<file path="src/rtl/nest_irq_pkg.sv">
package nest_irq_pkg;
    localparam int NUM_LVL = 4;          // low, medium, high, non-maskable
    localparam int LVL_W   = $clog2(NUM_LVL);
    localparam int RANK_W  = $clog2(NUM_LVL + 1);
    localparam int NMI_IDX = NUM_LVL - 1;

    typedef logic [NUM_LVL-1:0] flags_t;

    typedef struct packed {
        flags_t            flags;
        logic              taken;
        logic [LVL_W-1:0]  lvl;
    } ctrl_state_t;

    // Rank of innermost executing level: 0 = thread context, i+1 = level i
    function automatic logic [RANK_W-1:0] top_rank(flags_t f);
        logic [RANK_W-1:0] r;
        r = '0;
        for (int i = 0; i < NUM_LVL; i++) begin
            if (f[i]) r = RANK_W'(i + 1);
        end
        return r;
    endfunction
endpackage

</file>
<file path="src/rtl/nest_irq_pick.sv">
module nest_irq_pick
    import nest_irq_pkg::*;
(
    input  logic [NUM_LVL-2:0] req_i,
    input  logic               nmi_req_i,
    input  logic               gie_i,
    input  logic [NUM_LVL-2:0] lvl_en_i,
    input  flags_t             flags_i,
    output logic               grant_v_o,
    output logic [LVL_W-1:0]   grant_lvl_o
);
    logic [RANK_W-1:0]  cur_rank;
    logic [NUM_LVL-1:0] elig;

    assign cur_rank = top_rank(flags_i);

    for (genvar g = 0; g < NUM_LVL; g++) begin : g_elig
        if (g == NMI_IDX) begin : g_nmi
            assign elig[g] = nmi_req_i && (RANK_W'(g + 1) > cur_rank);
        end else begin : g_mask
            assign elig[g] = req_i[g] && gie_i && lvl_en_i[g]
                             && (RANK_W'(g + 1) > cur_rank);
        end
    end

    always_comb begin
        grant_v_o   = 1'b0;
        grant_lvl_o = '0;
        for (int i = 0; i < NUM_LVL; i++) begin
            if (elig[i]) begin
                grant_v_o   = 1'b1;
                grant_lvl_o = LVL_W'(i);
            end
        end
    end
endmodule

</file>
<file path="src/rtl/nest_irq_state.sv">
module nest_irq_state
    import nest_irq_pkg::*;
(
    input  logic             clk,
    input  logic             rst,
    input  logic             grant_v_i,
    input  logic [LVL_W-1:0] grant_lvl_i,
    input  logic             ret_i,
    input  logic             we_i,
    input  flags_t           wflags_i,
    output flags_t           flags_o,
    output logic             taken_o,
    output logic [LVL_W-1:0] lvl_o
);
    ctrl_state_t st_d, st_q;

    always_comb begin
        logic done;
        st_d       = st_q;
        st_d.taken = 1'b0;
        done       = 1'b0;
        if (we_i) begin
            st_d.flags = wflags_i;
        end else if (ret_i) begin
            for (int i = NUM_LVL - 1; i >= 0; i--) begin
                if (!done && st_q.flags[i]) begin
                    st_d.flags[i] = 1'b0;
                    done          = 1'b1;
                end
            end
        end else if (grant_v_i) begin
            st_d.flags[grant_lvl_i] = 1'b1;
            st_d.taken              = 1'b1;
            st_d.lvl                = grant_lvl_i;
        end
    end

    always_ff @(posedge clk) begin
        if (rst) st_q <= '0;
        else     st_q <= st_d;
    end

    assign flags_o = st_q.flags;
    assign taken_o = st_q.taken;
    assign lvl_o   = st_q.lvl;


    taken_sets_flag_chk: assert property (@(posedge clk) disable iff (rst)
        st_q.taken |-> st_q.flags[st_q.lvl]);


    preempt_only_higher_chk: assert property (@(posedge clk) disable iff (rst)
        (grant_v_i && !we_i && !ret_i) |=>
            (RANK_W'(st_q.lvl) + RANK_W'(1) > top_rank($past(st_q.flags))));


    ret_clears_one_chk: assert property (@(posedge clk) disable iff (rst)
        (ret_i && !we_i && (st_q.flags != '0)) |=>
            ($countones(st_q.flags) + 1 == $countones($past(st_q.flags)))
            && !st_q.taken);


    write_loads_chk: assert property (@(posedge clk) disable iff (rst)
        we_i |=> (st_q.flags == $past(wflags_i)) && !st_q.taken);


    nmi_always_chk: assert property (@(posedge clk) disable iff (rst)
        (grant_v_i && (grant_lvl_i == LVL_W'(NMI_IDX)) && !we_i && !ret_i) |=>
            st_q.taken && (st_q.lvl == LVL_W'(NMI_IDX)));
endmodule

</file>
<file path="src/rtl/nest_irq_ctrl.sv">
module nest_irq_ctrl
    import nest_irq_pkg::*;
#(
    parameter int VEC_W    = 8,
    parameter int VEC_BASE = 4,
    parameter int VEC_STEP = 2
) (
    input  logic             clk,
    input  logic             rst,
    input  logic [2:0]       req_i,
    input  logic             nmi_req_i,
    input  logic             gie_i,
    input  logic [2:0]       lvl_en_i,
    input  logic             ret_i,
    input  logic             stat_we_i,
    input  logic [7:0]       stat_wdata_i,
    output logic             taken_o,
    output logic [1:0]       lvl_o,
    output logic [VEC_W-1:0] vec_o,
    output logic [7:0]       status_o
);
    localparam int NMI_BIT = 7;

    flags_t           flags, wflags;
    logic             grant_v;
    logic [LVL_W-1:0] grant_lvl;

    // maskable levels keep their bit index, non-maskable sits at the top bit
    assign wflags = {stat_wdata_i[NMI_BIT], stat_wdata_i[NUM_LVL-2:0]};

    nest_irq_pick u_pick (
        .req_i       (req_i),
        .nmi_req_i   (nmi_req_i),
        .gie_i       (gie_i),
        .lvl_en_i    (lvl_en_i),
        .flags_i     (flags),
        .grant_v_o   (grant_v),
        .grant_lvl_o (grant_lvl)
    );

    nest_irq_state u_state (
        .clk         (clk),
        .rst         (rst),
        .grant_v_i   (grant_v),
        .grant_lvl_i (grant_lvl),
        .ret_i       (ret_i),
        .we_i        (stat_we_i),
        .wflags_i    (wflags),
        .flags_o     (flags),
        .taken_o     (taken_o),
        .lvl_o       (lvl_o)
    );

    always_comb begin
        status_o                 = '0;
        status_o[NUM_LVL-2:0]    = flags[NUM_LVL-2:0];
        status_o[NMI_BIT]        = flags[NMI_IDX];
    end

    assign vec_o = VEC_W'(VEC_BASE) + VEC_W'(lvl_o) * VEC_W'(VEC_STEP);


    reserved_zero_chk: assert property (@(posedge clk) disable iff (rst)
        stat_we_i |=> (status_o[6:3] == 4'b0000));
endmodule

</file>
<file path="config.mk">
export PLATFORM = sky130hd
export DESIGN_NAME = nest_irq_ctrl
export DESIGN_NICKNAME = d
export VERILOG_FILES = /design/src/rtl/nest_irq_pkg.sv /design/src/rtl/nest_irq_pick.sv /design/src/rtl/nest_irq_state.sv /design/src/rtl/nest_irq_ctrl.sv
export SDC_FILE = /design/constraint.sdc
export NUM_CORES = 1
export LEC_CHECK = 0
export ABC_AREA = 0
export ABC_CLOCK_PERIOD_IN_PS = 2000
export BUFFER_PORTS_ARGS = -buffer_cell sky130_fd_sc_hd__clkbuf_2
export CORE_MARGIN = 5
export CORE_UTILIZATION = 39
export DETAILED_ROUTE_END_ITERATION = 12
export PLACE_DENSITY = 0.74
export SLEW_MARGIN = 20
export SYNTH_ARGS = -nofsm -noshare
export SYNTH_HDL_FRONTEND = slang
export SYNTH_SLANG_ARGS = --single-unit
</file>
<file path="constraint.sdc">
create_clock -name clk -period 2 [get_ports clk]
set_input_delay 0.4 -clock clk [delete_from_list [all_inputs] [get_ports clk]]
set_output_delay 0.4 -clock clk [all_outputs]
set_load 0.1 [all_outputs]
</file>
Word-level counts from Yosys, hierarchy flattened

Index checks and enable logic that the tools add are counted.

Bits in registers: 7
Output and inout bits: 19

$add $sub $neg: 1
Order comparisons: 6
Eq/ne operators: 3
Mux-type cells: 28
Bitwise operators: 3
Reduce and logical (&&, ||, !) cells: 23

Operator list:

| kind                  | number |
|---|---|
| $mux W1               | 19 |
| $logic_and A1 B1 Y1   | 14 |
| $ne A3 B1 Y1 const B  | 3 |
| $mux W2               | 4 |
| $mux W4               | 2 |
| $mux W7               | 1 |
| $gt A2 B3 Y1 const A  | 2 |
| $reduce_and A2 Y1     | 3 |
| $add A3 B3 Y4 const A | 1 |
| $or A4 B4 Y4          | 1 |
| $gt A1 B3 Y1 const A  | 1 |
| $gt A3 B3 Y1 const A  | 1 |
| $logic_not A1 Y1      | 3 |
| $lt A2 B3 Y1 const B  | 1 |
| $mux W3               | 1 |
| $reduce_and A3 Y1     | 1 |
| $reduce_bool A3 Y1    | 1 |
| $reduce_or A3 Y1      | 1 |
| $demux W1 S2          | 1 |
| $ge A2 B1 Y1 const B  | 1 |
| $not A1 Y1            | 2 |

Logic depth before layout (Yosys ltp)

Gate-level depths: netlist of the first run.

Word-level depth: 18
Depth in mapped cells: 5
Depth with buffers taken out: 4

Hierarchy

From an unflattened synthesis of the first run, not the netlist that was laid out.

Cells, all modules: 61
Area total of the unflattened synthesis: 504.2 sq um

By module, submodules not included:

| module         | times used | cells each | area an instance (sq um) | seq. area each (sq um) |
|---|---|---|---|---|
| nest_irq_state | 1          | 37         | 344.1                    | 140.1 |
| nest_irq_ctrl  | 1          | 13         | 90.1                     | 0.0 |
| nest_irq_pick  | 1          | 11         | 70.1                     | 0.0 |

Worst setup path after synthesis of the first run

OpenSTA, ideal clock, no wires.

Kind: register to register
From: register u_state.st_q (netlist bit u_state.flags_o[2])
To: register u_state.st_q (netlist bit u_state.lvl_o[1])
Arrival time: 2.031 ns
Required time: 1.874 ns
Slack: -0.157 ns
Stages on the path, launching flop included: 6
Path buffers: 1
Period minus slack after synthesis: 2.157 ns
Cells stage by stage: dfxtp_1 > or4b_1 > buf_2 > a2111o_1 > a21oi_1 > nor2_1

Cells in the longest elaborated chain, start to end: 9

Ends and longest elaborated chain:

| what                        | RTL line             | source |
|---|---|---|
| from (decl)                 | nest_irq_state.sv:15 | `ctrl_state_t st_d, st_q;` |
| from (signal assigned)      | nest_irq_state.sv:40 | `else st_q <= st_d;` |
| $mux W2 (*)                 | nest_irq_pkg.sv:20   | `if (f[i]) r = RANK_W'(i + 1);` |
| $mux W3 (*)                 | nest_irq_pkg.sv:20   |  |
| $gt A1 B3 Y1                | nest_irq_pick.sv:22  | `&& (RANK_W'(g + 1) > cur_rank);` |
| $logic_and A1 B1 Y1         | nest_irq_pick.sv:22  |  |
| $mux W1 (4 in series)       | nest_irq_pick.sv:30  | `if (elig[i]) begin` |
| $reduce_and A3 Y1 (no line) | --                   |  |

Every way passes the cells marked *; elsewhere a longest branch is shown, timed or not.
A chain may end at the register's enable or synchronous reset.

Worst setup path in the final report of the first run

From: register u_state.st_q (netlist bit u_state.flags_o[2])
To: register u_state.st_q (netlist bit u_state.lvl_o[0])

The elaborated chain is that of the path after synthesis.

==> results of run 1 <==
[per-layer routing]
layer / up-vias / global-route usage, % / part of all wire [%]
li1: 281 / - / -
met1: 257 / 14.9 / 39
met2: 26 / 19.5 / 50
met3: 4 / 3.38 / 9.7
met4: 0 / 8.06 / 1.8
met5: - / 0 / 0
[registers in the layout, summed over array words and instances (netlist names)]
| signal | count |
|---|---|
| u_state.flags_o | 4 |
| u_state.lvl_o | 2 |
| u_state.taken_o | 1 |
[final cells by class]
type / count / area share [%]
timing repair buffer: 25 / 18.8
tap: 15 / 2.82
inverter: 6 / 3.38
multi-input combinational: 51 / 49.2
sequential: 7 / 21.8
clock buffer: 4 / 3.95
[logic make-up (layout without fill, tap and decap cells)]
kind of cell           after synthesis  count (layout)  share of synthesized area [%]
other                                1               9                          0.675
flip-flops                           7               7                           25.2
AO/OA/AOI/OAI                       23              23                           34.5
AND/OR/NAND/NOR                     19              19                           18.5
buffers and inverters               20              35                           21.2
[worst reg2reg max path, stage by stage (launching register included)]
cell and delay, ns:
dfxtp_2 0.34, or4b_1 0.67, a2111o_1 0.47, a21oi_1 0.16, nor3_1 0.06
[metrics by stage]
stage / hold WS [ns] / power, mW / cell area [um^2] / instances / utilization [%]
after global routing: 0.375 / 0.571 / 666 / 108 / 50.5
after global placement: 0.464 / 0.415 / 639 / 104 / 48.5
after detailed placement: 0.475 / 0.418 / 639 / 104 / 48.5
final: 0.375 / 0.543 / 666 / 108 / 50.5
after floorplan: 0.537 / 0.396 / 591 / 78 / -
after CTS: 0.369 / 0.549 / 666 / 108 / 50.5
[cells in the final DEF (no fill, tap or decap)]
cell and n:
a2111o_1 1, a2111oi_0 1, a2111oi_4 1, a211oi_1 2, a21bo_2 1, a21boi_0 1
a21oi_1 6, a221oi_1 1, a31oi_1 1, a32o_1 1, and3_1 1, clkbuf_1 1
clkbuf_2 25, clkbuf_4 3, conb_1 9, dfxtp_1 3, dfxtp_2 4, inv_1 6
nand2_1 6, nand2b_1 1, nand3b_1 2, nand4b_1 1, nor2_1 3, nor3_1 3
nor3b_1 1, o211ai_1 1, o21ai_0 1, o21ai_1 2, o31a_1 1, o32ai_1 1
o41ai_2 1, or4b_1 1
[report_power, final]
part / total (mW) / internal, mW / switching, mW / leakage (nW)
combinational: 0.255 / 0.0414 / 0.214 / 0.235
clock: 0.128 / 0.0761 / 0.0518 / 0.0150
sequential: 0.160 / 0.150 / 0.00944 / 0.0590
total: 0.543 / 0.268 / 0.275 / 0.309
[path summary, 6_finish.rpt]
check	depth (start not counted)	from	endpoint
worst max-delay path	4	u_state.flags_o[2]$_SDFFE_PP0P_	u_state.lvl_o[0]$_SDFFE_PP0P_
worst min-delay path	3	stat_wdata_i[7]	u_state.flags_o[3]$_SDFFE_PP0P_
worst max register to register	4	u_state.flags_o[2]$_SDFFE_PP0P_	u_state.lvl_o[0]$_SDFFE_PP0P_
worst min register to register	2	u_state.flags_o[2]$_SDFFE_PP0P_	u_state.flags_o[2]$_SDFFE_PP0P_
==> reports/qor.txt, run 1 <==
Synth Instances: 70
Vias per Instance: 5.26
Die W: 47.7 um
Crit. End Element: flop
Crit-path max FO: 6
Fillers: 131
Power Density: 816 nW/um^2
Rows: 13
R2r setup slk: 0.19 ns
Buf+Inv Stages, Crit Path: 0
Final nets: 114
First-pass GRT wire length: 1980 um
Hold_buf cts: 0
PortBufs: 25
Vias in the first global route: 481
CTS Buf Count: 3
Setup tns final: 0 ns
Final wirelength: 1290 um
Die footprint: 2280 um^2
WL/cell: 11.9 um
Layout cell share with drive strength beyond 1: 37.6%
Core Area: 1320 um^2
Crit path DAT: 1.94 ns
Dominant cell type by area after synthesis: dfxtp_1
TritonCTS Sinks: 7
Worst Path Required: 2.13 ns
Crit path max-delay family: simple AND/OR/NAND/NOR gates
DR iter-0 viols: 13
Top_reg_cell synth: dfxtp_1
Slew headroom: 63.7%
Synth unique cells: 32
Max Cap Violations: 0
Crit-path max cell delay: 0.67 ns
Synth top area cells: dfxtp_1 25%, buf_4 15%, a21oi_1 5.4%
GRT overflow: 0
Seq. cell area: 145 um^2
Max rail drop VDD: 0.425 mV
1st-pass router iterations: 4
Drt drc: 0
Count leader, synth: buf_4
Slew Limit Fails: 0
Maximum clock rate: 0.553 GHz
Period minus WS final: 1.81 ns
Sequential share of the synthesized area: 25.2%
Clock transition at the registers of the reported paths: 0.05 ns
Area Overhead vs Synth: 19.8%
All-Layer GR Usage: 12.5%
Worst-margin pin slew: 0.547 ns
Pleak: 0.309 nW
IO Count: 39
Final worst slack: 0.191 ns
Longest Clk Path Bufs: 2
Largest net degree at the start of global routing: 15
Chip height: 47.7 um
CTS tree: done
Final setup vio count: 0
Period utilization: 90.4%
Ys async rst share: 0%
Synth top area share: 25.2%
WS Path Type: flop to flop
Htree depth: 1
Synthesized area: 556 um^2
HPWL after detailed placement: 1070 um
Post-Syn Area per Cell: 7.94 um^2
Fin. Hold Viols: 0
Post_cts resized: 0
Slowest-stage cell, CP: or4b_1
Synth warn: 0
Vias: 568
Clock Tree Root: clkbuf_4
Initial antenna violation count: 0
Hold Crit Class: primary input to flop
Routed Antenna Nets: 0
Multi-input gate area: 328 um^2
Synth Register Bits: 7
Antenna Diode Count: 0
Unrepaired setup endpoints after global routing: no
Synth top cells by count: 11 x buf_4, 7 x dfxtp_1, 6 x a21oi_1, 6 x inv_1, 6 x nand2_1
Clock Latency Late Sink: 0.25 ns
Critical Path Source Type: flop
Placer Congestion: 0.806
Crit path cell chain: or4b_1, a2111o_1, a21oi_1, nor3_1
Setup Fix Bufs, Post-CTS: 0
Clock skew: 0.00479 ns
Place WS: 0.113 ns
Starting Density: 42.2%
Status: finished clean
Post-synth EDFFs: 0
Power figures use the tool's default switching activity.
==> run 2, diff against run 1 <==
--- a/config.mk
+++ b/config.mk
@@ -8,7 +8,6 @@
 export ABC_AREA = 0
 export ABC_CLOCK_PERIOD_IN_PS = 2000
 export BUFFER_PORTS_ARGS = -buffer_cell sky130_fd_sc_hd__clkbuf_2
-export CORE_MARGIN = 5
 export CORE_UTILIZATION = 39
 export DETAILED_ROUTE_END_ITERATION = 12
 export PLACE_DENSITY = 0.74
==> run 2 against run 1 <==
Against the previous run:
- design area stayed put
- combinational power barely moved
- total power increased by 0.18%
- count of clock-buffer cells in the layout is the same
- non-clock buffer count unchanged
- maximum frequency is 0.35% lower
- clock skew down 0.0023 ns
==> reports/qor.txt, run 2 (synthesis gave the netlist of run 1 again) <==
Pleak: 0.309 nW (unchanged)
Rows: 13 (unchanged)
Core Area: 1320 um^2 (unchanged)
Crit-path max cell delay: 0.67 ns (about the same)
Final worst slack: 0.185 ns (-0.00628 ns)
WL/cell: 10.8 um (-9.2%)
Commonest cells after routing, fill and taps aside: 25 x clkbuf_2, 9 x conb_1, 6 x inv_1, 6 x nand2_1, 6 x a21oi_1
Starting Density: 42.2% (unchanged)
Critical Path Source Type: flop
CTS tree: done
Final Non-Filler Cells: 108 (unchanged)
CTS Buf Count: 3 (unchanged)
Final setup vio count: 0 (unchanged)
GRT overflow: 0 (unchanged)
Setup tns final: 0 ns (unchanged)
Hold_buf cts: 0 (unchanged)
Area Overhead vs Synth: 19.8% (unchanged)
Max Cap Violations: 0 (unchanged)
Vias in the first global route: 447 (-7.1%)
P_sw: 0.276 mW (+0.36%)
Vias: 566 (-0.35%)
Fillers: 131 (unchanged)
Fin. Hold Viols: 0 (unchanged)
Worst-margin pin slew: 0.541 ns (-0.00612 ns)
Worst Hold Slack: 0.373 ns (-0.00201 ns)
IO Count: 39 (unchanged)
Worst Path Required: 2.17 ns (+0.04 ns)
Antenna Diode Count: 0 (unchanged)
Period utilization: 90.7% (+0.31 points)
Clock transition at the registers of the reported paths: 0.05 ns (about the same)
Maximum clock rate: 0.551 GHz (-0.35%)
Comb pwr share: 46.8% (-0.2 points)
Slew headroom: 64.1% (+0.41 points)
Internal power: 0.268 mW (about the same)
Crit path max-delay family: compound AO/OA/AOI/OAI gates
DR iter-0 viols: 18 (+5)
Placer Congestion: 0.864 (+7.2%)
Die footprint: 1580 um^2 (-31%)
Drt drc: 0 (unchanged)
WS Path Type: flop to flop
Crit-path max FO: 6 (unchanged)
Slew Limit Fails: 0 (unchanged)
HPWL after detailed placement: 956 um (-11%)
Slowest-stage cell, CP: or4b_1
Seq. cell area: 145 um^2 (unchanged)
1st-pass router iterations: 4 (unchanged)
Clk pwr share: 23.8% (+0.2 points)
Crit path DAT: 1.99 ns (+0.05 ns)
Crit path cell chain: or4b_1, a2111oi_4, o21ai_1, a31oi_1
Status: finished clean
Final nets: 114 (unchanged)
First-pass GRT wire length: 1820 um (-8.0%)
All-Layer GR Usage: 17.5% (+5.0 points)
Layout cell share with drive strength beyond 1: 37.6% (unchanged)
Sw Share: 50.8% (+0.093 points)
Longest Clk Path Bufs: 2 (unchanged)
Routed Antenna Nets: 0 (unchanged)
Setup Fix Bufs, Post-CTS: 0 (unchanged)
Clock Latency Late Sink: 0.25 ns (about the same)
Max FFs per register: 4 (unchanged)
Period minus WS final: 1.81 ns (+0.00628 ns)
Commonest non-fill, non-tap cell in the layout: clkbuf_2
PortBufs: 25 (unchanged)
TritonCTS Sinks: 7 (unchanged)
Power Density: 817 nW/um^2 (+0.18%)
Max rail drop VDD: 0.420 mV (-1.3%)
DP Cell Count: 104 (unchanged)
Place WS: 0.119 ns (+0.00595 ns)
Hold Crit Class: primary input to flop
Multi-input gate area: 328 um^2 (unchanged)
Post_cts resized: 0 (unchanged)
Largest net degree at the start of global routing: 15 (unchanged)
Sequential power share: 29.4% (about the same)
Vias per Instance: 5.24 (-0.35%)
Clock Tree Root: clkbuf_4
Chip height: 39.7 um (-17%)
Clock skew: 0.00254 ns (-0.00225 ns)
Initial antenna violation count: 0 (unchanged)
Die W: 39.7 um (-17%)
Htree depth: 1 (unchanged)
Crit. End Element: flop
Buf+Inv Stages, Crit Path: 0 (unchanged)
Unrepaired setup endpoints after global routing: no
Final wirelength: 1170 um (-9.2%)
-- run 2: worst paths after layout --
kind / start / endpoint / slack [ns] / depth (start not counted)
worst min-delay path: stat_wdata_i[7] / u_state.flags_o[3]$_SDFFE_PP0P_ / 0.37 / 3
worst max-delay path: u_state.flags_o[2]$_SDFFE_PP0P_ / u_state.flags_o[1]$_SDFFE_PP0P_ / 0.19 / 4
worst max register to register: u_state.flags_o[2]$_SDFFE_PP0P_ / u_state.flags_o[1]$_SDFFE_PP0P_ / 0.19 / 4
worst min register to register: u_state.flags_o[2]$_SDFFE_PP0P_ / u_state.flags_o[2]$_SDFFE_PP0P_ / 0.48 / 2
-- run 2: per-stage QoR --
| step | area (um^2) | utilization (%) | power, mW |
|---|---|---|---|
| finish | 666 | 50.5 | 0.544 |
| global route | 666 | 50.5 | 0.575 |
| CTS | 666 | 50.5 | 0.548 |
| detailed placement | 639 | 48.5 | 0.417 |
| global placement | 639 | 48.5 | 0.415 |
| floorplan | 591 | - | 0.396 |
-- run 2: final cells by class --
class                           instances  share of cell area (%)
Sequential cell                         7                    21.8
Timing Repair Buffer                   25                    18.8
Multi-Input combinational cell         51                    49.2
Inverter                                6                    3.38
Tap cell                               15                    2.82
Clock buffer                            4                    3.95
-- run 2: power groups by stage --
stage	logic (mW)	registers [mW]	clock network, mW
global route	0.266	0.163	0.147
global placement	0.252	0.163	0
CTS	0.255	0.160	0.133
detailed placement	0.254	0.163	0
finish	0.254	0.160	0.129
floorplan	0.167	0.229	0
-- run 2: tightest hold or removal path: cells and delay by family --
| kind | cells | cell delay [ns] |
|---|---|---|
| simple gates | 1 | 0.05 |
| buf+inv | 1 | 0.08 |
| compound gates | 1 | 0.05 |
-- run 2: routing by layer --
layer  part of all wire, %  global-route usage, %
met1                    44                   21.2
met2                    46                   27.5
met3                   7.5                   4.55
met4                   2.4                   9.48
met5                     0                      0
==> run 3, diff against run 2 <==
==> constraint.sdc (replaced) <==
create_clock -name clk -period 2 [get_ports clk]
set_input_delay 0.2 -clock clk [delete_from_list [all_inputs] [get_ports clk]]
set_output_delay 0.2 -clock clk [all_outputs]
set_load 0.1 [all_outputs]
==> run 3 against run 2 <==
Against the previous run:
- maximum frequency about the same
- sequential share of layout area is 0.15 points lower
- register-to-register slack hardly changed
- core utilization is 0.095 points lower
==> reports/qor.txt, run 3 (synthesis gave the netlist of run 1 again) <==
Status: finished clean
Buf+Inv Stages, Crit Path: 0 (unchanged)
Layout cell share with drive strength beyond 1: 36.6% (-1.1 points)
Antenna Diode Count: 0 (unchanged)
First-pass GRT wire length: 2060 um (+13%)
Chip height: 39.7 um (unchanged)
Rows: 13 (unchanged)
GRT busiest layer: met2
WS Path Type: flop to flop
Pleak: 0.309 nW (-0.13%)
GRT met3 Usage: 1.70% (-2.8 points)
Clock Tree Root: clkbuf_4
Power Total: 0.547 mW (+0.55%)
HPWL after detailed placement: 995 um (+4.0%)
Max FFs per register: 4 (unchanged)
Crit path DAT: 1.99 ns (about the same)
1st-pass router iterations: 4 (unchanged)
Setup tns final: 0 ns (unchanged)
Max Cap Violations: 0 (unchanged)
Worst-margin pin slew: 0.542 ns (+0.00164 ns)
Final wirelength: 1270 um (+8.7%)
Starting Density: 42.2% (unchanged)
Clock skew: 0.00113 ns (-0.00141 ns)
Crit path max-delay family: compound AO/OA/AOI/OAI gates
Vias: 582 (+2.8%)
Routed Antenna Nets: 0 (unchanged)
CTS Buf Count: 3 (unchanged)
Fin. Hold Viols: 0 (unchanged)
Commonest cells after routing, fill and taps aside: 25 x clkbuf_2, 9 x conb_1, 6 x inv_1, 6 x nand2_1, 6 x a21oi_1
Setup Fix Bufs, Post-CTS: 0 (unchanged)
Vias per Instance: 5.39 (+2.8%)
Crit-path max FO: 6 (unchanged)
Crit-path max cell delay: 0.67 ns (about the same)
Longest Clk Path Bufs: 2 (unchanged)
PortBufs: 25 (unchanged)
Maximum clock rate: 0.551 GHz (about the same)
CTS tree: done
Die footprint: 1580 um^2 (unchanged)
Drt drc: 0 (unchanged)
Commonest non-fill, non-tap cell in the layout: clkbuf_2
Internal power: 0.268 mW (about the same)
WL/cell: 11.8 um (+8.7%)
Placer Congestion: 0.845 (-2.2%)
Post_cts resized: 0 (unchanged)
Crit. End Element: flop
Clk pwr share: 24.0% (+0.2 points)
Vias in the first global route: 508 (+14%)
GRT overflow: 0 (unchanged)
Slew headroom: 64.0% (-0.11 points)
Clock Latency Late Sink: 0.25 ns (about the same)
DP Cell Count: 104 (unchanged)
Initial antenna violation count: 0 (unchanged)
Unrepaired setup endpoints after global routing: no
Sequential power share: 29.3% (about the same)
All-Layer GR Usage: 20.2% (+2.7 points)
Htree depth: 1 (unchanged)
Slew Limit Fails: 0 (unchanged)
Period minus WS final: 1.82 ns (+0.000659 ns)
Final nets: 114 (unchanged)
Final core occ: 50.4% (-0.095 points)
Slowest-stage cell, CP: or4b_1
Worst Path Required: 2.17 ns (about the same)
Hold_buf cts: 0 (unchanged)
P_sw: 0.279 mW (+1.1%)
Comb pwr share: 46.8% (about the same)
DR iter-0 viols: 12 (-6)
Met1 Use GR: 23.6% (+2.4 points)
Area Overhead vs Synth: 19.6%
Sw Share: 51.1% (+0.29 points)
IO Count: 39 (unchanged)
Power Density: 823 nW/um^2 (+0.73%)
Largest net degree at the start of global routing: 15 (unchanged)
Met2 Use GR: 32.8% (+5.3 points)
Period utilization: 90.8% (about the same)
Hold Crit Class: primary input to flop
Final Non-Filler Cells: 108 (unchanged)
Critical Path Source Type: flop
TritonCTS Sinks: 7 (unchanged)
Die W: 39.7 um (unchanged)
Clock transition at the registers of the reported paths: 0.05 ns (about the same)
Core Area: 1320 um^2 (unchanged)
Crit path cell chain: or4b_1, a2111oi_4, o21ai_1, a31oi_1
Final setup vio count: 0 (unchanged)
Max rail drop VDD: 0.429 mV (+2.1%)
-- run 3: cell counts in the layout (fill, tap and decap cells not counted) --
No cell type changed its count.
-- run 3: metal layers --
layer | part of all wire [%] | wire length (um)
met2 | 50 | 637
met3 | 6.4 | 81
met4 | 3.1 | 40
met5 | 0 | 0
met1 | 40 | 514
-- run 3: cell type report --
cell class	count	area, um^2
clock buffers	4	26.3
fillers	131	653
inverters	6	22.5
multi-input cells	51	328
flip-flops and latches	7	144
well taps	15	18.8
repair buffers	25	125
-- run 3: stage by stage --
stage,hold slack (ns),cell area (um^2),worst slack (ns)
after floorplan,0.337,589,0.0753
after global placement,0.425,638,0.220
after detailed placement,0.442,638,0.210
after CTS,0.173,664,0.195
after global routing,0.189,664,0.0825
final,0.173,664,0.185
-- run 3: power by group through the flow --
stage                     registers, mW  logic (mW)  clock network (mW)
after floorplan                   0.228       0.167                   0
after global placement            0.162       0.252                   0
after detailed placement          0.163       0.255                   0
after CTS                         0.160       0.256               0.134
after global routing              0.162       0.268               0.140
final                             0.160       0.256               0.131
-- run 3: worst register-to-register path: stages, from the launching register on --
cell and delay [ns]:
dfxtp_2 0.34, or4b_1 0.67, a2111oi_4 0.41, o21ai_1 0.13
a31oi_1 0.19
-- run 3: final timing paths --
check,start,to,slack (ns),cells after the start
max,u_state.flags_o[2]$_SDFFE_PP0P_,u_state.flags_o[1]$_SDFFE_PP0P_,0.18,4
min reg2reg,u_state.flags_o[2]$_SDFFE_PP0P_,u_state.flags_o[2]$_SDFFE_PP0P_,0.48,2
min,stat_wdata_i[7],u_state.flags_o[3]$_SDFFE_PP0P_,0.17,3
max reg2reg,u_state.flags_o[2]$_SDFFE_PP0P_,u_state.flags_o[1]$_SDFFE_PP0P_,0.18,4
